[src/rtl/ext_irq_pkg.sv]
package ext_irq_pkg;
  typedef enum logic [1:0] {
    SENSE_LOW  = 2'b00,
    SENSE_ANY  = 2'b01,
    SENSE_FALL = 2'b10,
    SENSE_RISE = 2'b11
  } sense_e;

  localparam int unsigned ADDR_MASK = 0;
  localparam int unsigned ADDR_FLAG = 1;
  localparam int unsigned ADDR_SNS0 = 2;
endpackage

[src/rtl/ext_irq_detect.sv]
module ext_irq_detect #(
  parameter int N = 8
) (
  input  logic           clk_i,
  input  logic           rst_ni,
  input  logic [N-1:0]   pins_i,
  input  logic [2*N-1:0] sense_i,
  output logic [N-1:0]   trig_o,
  output logic [N-1:0]   level_o,
  output logic [N-1:0]   low_o
);
  import ext_irq_pkg::*;

  logic [N-1:0] s1_q, s2_q, prev_q;

  always_ff @(posedge clk_i or negedge rst_ni) begin
    if (!rst_ni) begin
      s1_q   <= '0;
      s2_q   <= '0;
      prev_q <= '0;
    end else begin
      s1_q   <= pins_i;
      s2_q   <= s1_q;
      prev_q <= s2_q;
    end
  end

  for (genvar i = 0; i < N; i++) begin : g_line
    sense_e mode;
    assign mode = sense_e'(sense_i[2*i +: 2]);
    always_comb begin
      unique case (mode)
        SENSE_ANY:  trig_o[i] = s2_q[i] ^ prev_q[i];
        SENSE_FALL: trig_o[i] = prev_q[i] & ~s2_q[i];
        SENSE_RISE: trig_o[i] = ~prev_q[i] & s2_q[i];
        default:    trig_o[i] = 1'b0;
      endcase
    end
    assign level_o[i] = (mode == SENSE_LOW);
  end

  assign low_o = ~s2_q;

  // level lines never produce an edge trigger
  a_r6_level_no_trig: assert property (@(posedge clk_i) disable iff (!rst_ni)
    (trig_o & level_o) == '0);
endmodule

[src/rtl/ext_irq_regs.sv]
module ext_irq_regs #(
  parameter int N      = 8,
  parameter int ADDR_W = 2
) (
  input  logic              clk_i,
  input  logic              rst_ni,
  input  logic              we_i,
  input  logic [ADDR_W-1:0] addr_i,
  input  logic [N-1:0]      wdata_i,
  output logic [N-1:0]      mask_o,
  output logic [2*N-1:0]    sense_o
);
  import ext_irq_pkg::*;
  localparam int LPR = N / 2;
  localparam int NSR = N / LPR;

  logic [N-1:0] mask_q;

  always_ff @(posedge clk_i or negedge rst_ni) begin
    if (!rst_ni)                                  mask_q <= '0;
    else if (we_i && addr_i == ADDR_W'(ADDR_MASK)) mask_q <= wdata_i;
  end

  for (genvar j = 0; j < NSR; j++) begin : g_sns
    logic [N-1:0] sns_q;
    always_ff @(posedge clk_i or negedge rst_ni) begin
      if (!rst_ni)                                      sns_q <= '0;
      else if (we_i && addr_i == ADDR_W'(ADDR_SNS0 + j)) sns_q <= wdata_i;
    end
    assign sense_o[j*N +: N] = sns_q;
  end

  assign mask_o = mask_q;
endmodule

[src/rtl/ext_irq_flags.sv]
module ext_irq_flags #(
  parameter int N = 8
) (
  input  logic         clk_i,
  input  logic         rst_ni,
  input  logic [N-1:0] trig_i,
  input  logic [N-1:0] level_i,
  input  logic [N-1:0] wr_clr_i,
  input  logic [N-1:0] ack_clr_i,
  output logic [N-1:0] flag_o
);
  logic [N-1:0] flag_q, flag_d;

  // set dominates clear; level lines hold nothing
  assign flag_d = ((flag_q & ~wr_clr_i & ~ack_clr_i) | trig_i) & ~level_i;

  always_ff @(posedge clk_i or negedge rst_ni) begin
    if (!rst_ni) flag_q <= '0;
    else         flag_q <= flag_d;
  end

  assign flag_o = flag_q;

  a_r6_level_flag_zero: assert property (@(posedge clk_i) disable iff (!rst_ni)
    (level_i != '0) |=> ((flag_o & $past(level_i)) == '0));
  a_r8_set_wins: assert property (@(posedge clk_i) disable iff (!rst_ni)
    ((trig_i & ~level_i) != '0) |=>
      ((flag_o & $past(trig_i & ~level_i)) == $past(trig_i & ~level_i)));
  a_r7_w1c: assert property (@(posedge clk_i) disable iff (!rst_ni)
    (wr_clr_i != '0) |=> ((flag_o & $past(wr_clr_i & ~trig_i)) == '0));
  a_r7_no_spurious_set: assert property (@(posedge clk_i) disable iff (!rst_ni)
    (trig_i == '0) |=> ((flag_o & ~$past(flag_o)) == '0));
endmodule

[src/rtl/ext_irq_pick.sv]
module ext_irq_pick #(
  parameter int N    = 8,
  parameter int ID_W = 3
) (
  input  logic [N-1:0]    req_i,
  output logic            any_o,
  output logic [ID_W-1:0] id_o
);
  always_comb begin
    id_o = '0;
    for (int i = N - 1; i >= 0; i--)
      if (req_i[i]) id_o = ID_W'(i);
  end
  assign any_o = |req_i;
endmodule

[src/rtl/ext_irq_ctrl.sv]
module ext_irq_ctrl #(
  parameter  int N      = 8,
  localparam int NSR    = 2,
  localparam int ADDR_W = $clog2(NSR + 2),
  localparam int ID_W   = $clog2(N)
) (
  input  logic              clk_i,
  input  logic              rst_ni,
  input  logic [N-1:0]      pins_i,
  input  logic              gie_i,
  input  logic              reg_we_i,
  input  logic [ADDR_W-1:0] reg_addr_i,
  input  logic [N-1:0]      reg_wdata_i,
  output logic [N-1:0]      reg_rdata_o,
  input  logic              ack_i,
  output logic [N-1:0]      irq_o,
  output logic              irq_any_o,
  output logic [ID_W-1:0]   irq_id_o
);
  import ext_irq_pkg::*;

  logic [N-1:0]   mask, flag, trig, level, low, wr_clr, ack_clr;
  logic [2*N-1:0] sense;

  ext_irq_regs #(.N(N), .ADDR_W(ADDR_W)) u_regs (
    .clk_i, .rst_ni,
    .we_i(reg_we_i), .addr_i(reg_addr_i), .wdata_i(reg_wdata_i),
    .mask_o(mask), .sense_o(sense)
  );

  ext_irq_detect #(.N(N)) u_det (
    .clk_i, .rst_ni, .pins_i, .sense_i(sense),
    .trig_o(trig), .level_o(level), .low_o(low)
  );

  assign wr_clr = (reg_we_i && reg_addr_i == ADDR_W'(ADDR_FLAG)) ? reg_wdata_i : '0;

  always_comb begin
    ack_clr = '0;
    if (ack_i && irq_any_o) ack_clr[irq_id_o] = 1'b1;
  end

  ext_irq_flags #(.N(N)) u_flags (
    .clk_i, .rst_ni, .trig_i(trig), .level_i(level),
    .wr_clr_i(wr_clr), .ack_clr_i(ack_clr), .flag_o(flag)
  );

  assign irq_o = {N{gie_i}} & mask & ((level & low) | (~level & flag));

  ext_irq_pick #(.N(N), .ID_W(ID_W)) u_pick (
    .req_i(irq_o), .any_o(irq_any_o), .id_o(irq_id_o)
  );

  always_comb begin
    unique case (reg_addr_i)
      ADDR_W'(ADDR_MASK):    reg_rdata_o = mask;
      ADDR_W'(ADDR_FLAG):    reg_rdata_o = flag;
      ADDR_W'(ADDR_SNS0):    reg_rdata_o = sense[0 +: N];
      default:               reg_rdata_o = sense[N +: N];
    endcase
  end

  a_r9_gie_gate: assert property (@(posedge clk_i) disable iff (!rst_ni)
    !gie_i |-> (irq_o == '0));
  a_r10_lowest: assert property (@(posedge clk_i) disable iff (!rst_ni)
    irq_any_o |-> (irq_o[irq_id_o] && ((irq_o & ((N'(1) << irq_id_o) - N'(1))) == '0)));
  a_r11_ack_clear: assert property (@(posedge clk_i) disable iff (!rst_ni)
    (ack_i && irq_any_o && !trig[irq_id_o]) |=> !flag[$past(irq_id_o)]);
endmodule

[config.mk]
export PLATFORM = sky130hd
export DESIGN_NAME = ext_irq_ctrl
export DESIGN_NICKNAME = d
export VERILOG_FILES = /design/src/rtl/ext_irq_pkg.sv /design/src/rtl/ext_irq_detect.sv /design/src/rtl/ext_irq_regs.sv /design/src/rtl/ext_irq_flags.sv /design/src/rtl/ext_irq_pick.sv /design/src/rtl/ext_irq_ctrl.sv
export SDC_FILE = /design/constraint.sdc
export NUM_CORES = 1
export LEC_CHECK = 0
export ABC_AREA = 1
export BUFFER_PORTS_ARGS = -buffer_cell sky130_fd_sc_hd__buf_2
export CORE_MARGIN = 4
export CORE_UTILIZATION = 30
export CTS_CLUSTER_SIZE = 20
export DETAILED_ROUTE_END_ITERATION = 8
export PLACE_DENSITY = 0.55
export SLEW_MARGIN = 20
export SYNTH_ARGS = -nofsm -noshare
export SYNTH_HDL_FRONTEND = slang
export SYNTH_HIERARCHICAL = 1
export SYNTH_SLANG_ARGS = --single-unit
[constraint.sdc]
create_clock -name clk_i -period 2.8 [get_ports clk_i]
set_clock_uncertainty 0.05 [all_clocks]
set_input_delay 0.42 -clock clk_i [delete_from_list [all_inputs] [get_ports clk_i]]
set_output_delay 0.42 -clock clk_i [all_outputs]
set_load 0.05 [all_outputs]
==> flow_summary_export.csv <==
group,metric,value,unit
outcome,outcome,"completed",
global_routing,antenna_found_initial,0,
global_routing,grt_pass1_wl,14200,um
timing,rsz0062_at_grt,"no",
floorplanning,rows,38,
clock_tree,clockBufferDepth,2,
min_path,hold_class,"in -> async",
global_routing,grt_start_max_net_pins,57,
power,power_density,582,nW/um^2
power,power.leakage,1.92,nW
route,vias,2860,
logic_synthesis,synth-seq-area-share,42.5,%
finish,fin_nets,500,
timing,tightest_slew,0.657,ns
global_routing,track_usage,14.0,%
clock_tree,cts_buffers,5,
timing,relSlewSlack,56.2,%
route,drt_iter0_drc,250,
timing,finalHoldViolCount,0,
clock_tree,cts_sinks,56,
logic_synthesis,synth_top_area_share,42.5,%
floorplanning,die_width,113,um
timing,tns,0,ns
route,routed_wl,8770,um
setup_path,rr_startpoint,"u_regs/g_sns[1].sns_q[3]$_DFFE_PN0P_",
placement,io_buffers,42,
route,post-route-drc-count,0,
route,drt_first_pass_iters,4,
clock_tree,clockRootBuffer,"clkbuf_8",
placement,hpwl,6420,um
clock_tree,htreeDepth,2,
finish,antenna_cells,0,
timing,final-max-slew-violation-count,0,
finish,drive_above_1_share,19.7,%
placement,place_congestion,0.858,
setup_path,worstPathArrival,2.11,ns
clock_tree,post_cts_resized,0,
setup_path,critPathMaxFanout,6,
setup_path,r2r_end,"u_flags/flag_o[5]$_DFF_PN0_",
clock_tree,clkTransAtPathRegs,0.10,ns
timing,setup_viol,0,
setup_path,crit_path_start_kind,"register",
setup_path,critPathRequiredTime,2.33,ns
logic_synthesis,synthCells,417,
setup_path,setup.worst_path.start,"u_regs/g_sns[1].sns_q[3]$_DFFE_PN0P_",
setup_path,end_kind,"output port",
clock_tree,post_cts_buffers,0,
floorplanning,dieArea,12700,um^2
clock_tree,postCtsHoldBufs,0,
route,routedWlPerCell,14.6,um
timing,fin_crit_sh,92.3,%
floorplanning,pin_count,43,
logic_synthesis,ys_top_cells_by_area,"dfrtp_1 (43%), nand2_1 (10%), inv_1 (10%), nand3_1 (9.9%), ha_1 (6.1%)",
logic_synthesis,synth_cell_type_count,23,
route,drt-vias-per-instance,4.75,
logic_synthesis,yosys_warnings,6,
floorplanning,start_util,30.5,%
setup_path,rrSetupSlack,0.52,ns
floorplanning,die_h,113,um
logic_synthesis,synth_area,3300,um^2
timing,fmax,0.387,GHz
power,peakVddDrop,0.379,mV
logic_synthesis,synth_nets,456,
job,maxCapViolations,0,
logic_synthesis,syn_avg_cell_area,7.91,um^2
logic_synthesis,ys_seq_elements,56,
finish,area_growth,14.2,%
timing,hold_ws,0.0336,ns
setup_path,reg2reg_depth,14,
setup_path,critical_path_class,"reg -> out",
clock_tree,cts_tree,"built",
clock_tree,clock_latency,0.30,ns
logic_synthesis,yosysTopAreaCell,"dfrtp_1",
global_routing,overflow,0,
route,ant_nets,0,
floorplanning,placeableCoreArea,10800,um^2
global_routing,grt_pass1_vias,2728,
timing,fin_crit,2.58,ns
[state kept, by name, indices dropped and copies added (netlist names)]
signal and cells:
u_det/s1_q 8, u_det/prev_q 8, u_det/s2_q 8, u_regs/g_sns.sns_q 16, u_regs/mask_o 8, u_flags/flag_o 8
[kinds of logic after synthesis]
family	synth area share (%)
adder cells (fa/ha/maj)	6.07
flip-flops	42.5
AO/OA/AOI/OAI	3.68
buffers and inverters	13.9
AND/OR/NAND/NOR	33.9
[metal layers]
layer | part of all wire (%) | vias to the layer above | wire length [um] | GRT usage [%]
met5 | 0 | - | 0 | 0
met3 | 6.0 | 11 | 523 | 2.51
met4 | 1.5 | 0 | 128 | 3.53
met1 | 48 | 1356 | 4250 | 21.2
met2 | 44 | 84 | 3870 | 20.4
li1 | - | 1409 | - | -
[area by class of cell]
type / count / area [um^2]
Fill cell: 1144 / 7030
Clock buffer: 8 / 90.1
Tap cell: 140 / 175
Sequential cell: 56 / 1400
Timing Repair Buffer: 48 / 268
Multi-Input combinational cell: 259 / 1490
Inverter: 91 / 344
[worst max-delay path by stage]
stage / end / slack (ns) / cells after the start
after detailed placement: u_flags/flag_o[5]$_DFF_PN0_ / 0.54 / 14
after CTS: irq_id_o[0] / 0.21 / 10
after global routing: irq_id_o[0] / 0.05 / 10
after floorplan: u_flags/flag_o[0]$_DFF_PN0_ / 0.12 / 12
final: irq_id_o[0] / 0.22 / 10
after global placement: u_flags/flag_o[5]$_DFF_PN0_ / 0.56 / 14
[cell usage after synthesis]
master    number
buf_2          1
nand2_4        1
nand2_1       92
dfrtp_1       56
nor2_4         1
a31oi_1        1
nor2_8         1
nand3b_1       1
a21oi_2        8
nand3_2        9
buf_4          1
buf_6          9
nand3_1       65
a21oi_1        9
nand4_1       25
or2_1          1
inv_1         88
nor2_1        26
inv_2          2
ha_1          16
inv_4          1
nand3_4        2
nor3_2         1
[worst max-delay path: stages, from the launching register on]
cell	delay, ns
dfrtp_1	0.46
nor2_1	0.21
nand2_1	0.10
a21oi_2	0.28
inv_1	0.10
nand2_1	0.07
nand2_1	0.05
nand2_1	0.05
nand2_1	0.08
a21oi_4	0.14
buf_2	0.28
[through the flow]
step | std cells | setup WS (ns) | area [um^2] | utilization (%) | power [mW]
finish | 602 | 0.216 | 3770 | 34.9 | 2.19
detailed placement | 594 | 0.544 | 3680 | 34.1 | 1.75
global route | 602 | 0.0488 | 3770 | 34.9 | 2.34
CTS | 602 | 0.212 | 3770 | 34.9 | 2.22
global placement | 594 | 0.562 | 3680 | 34.1 | 1.74
floorplan | 417 | 0.116 | 3350 | - | 1.55
[report_power, final]
group          switching [mW]  internal [mW]  total (mW)  leakage, nW
Clock                   0.260          0.203       0.462       0.0455
Combinational           0.485          0.207       0.693         1.19
Sequential              0.129          0.909        1.04        0.685
Total                   0.874           1.32        2.19         1.92
[cells in the final DEF (no fill, tap or decap)]
cell type  count
a21oi_2       16
a21oi_4        1
a31oi_2        1
buf_12         1
buf_2         42
buf_4          5
clkbuf_1       2
clkbuf_8       6
dfrtp_1       56
ha_1          16
inv_1         88
inv_2          2
inv_4          1
nand2_1       92
nand2_4        1
nand3_1       65
nand3_2        9
nand3_4        2
nand3b_1       1
nand4_1       25
nor2_1        25
nor2_2         1
nor2_4         1
nor2_8         1
nor3_2         1
or2_1          1
Power figures use the tool's default switching activity.
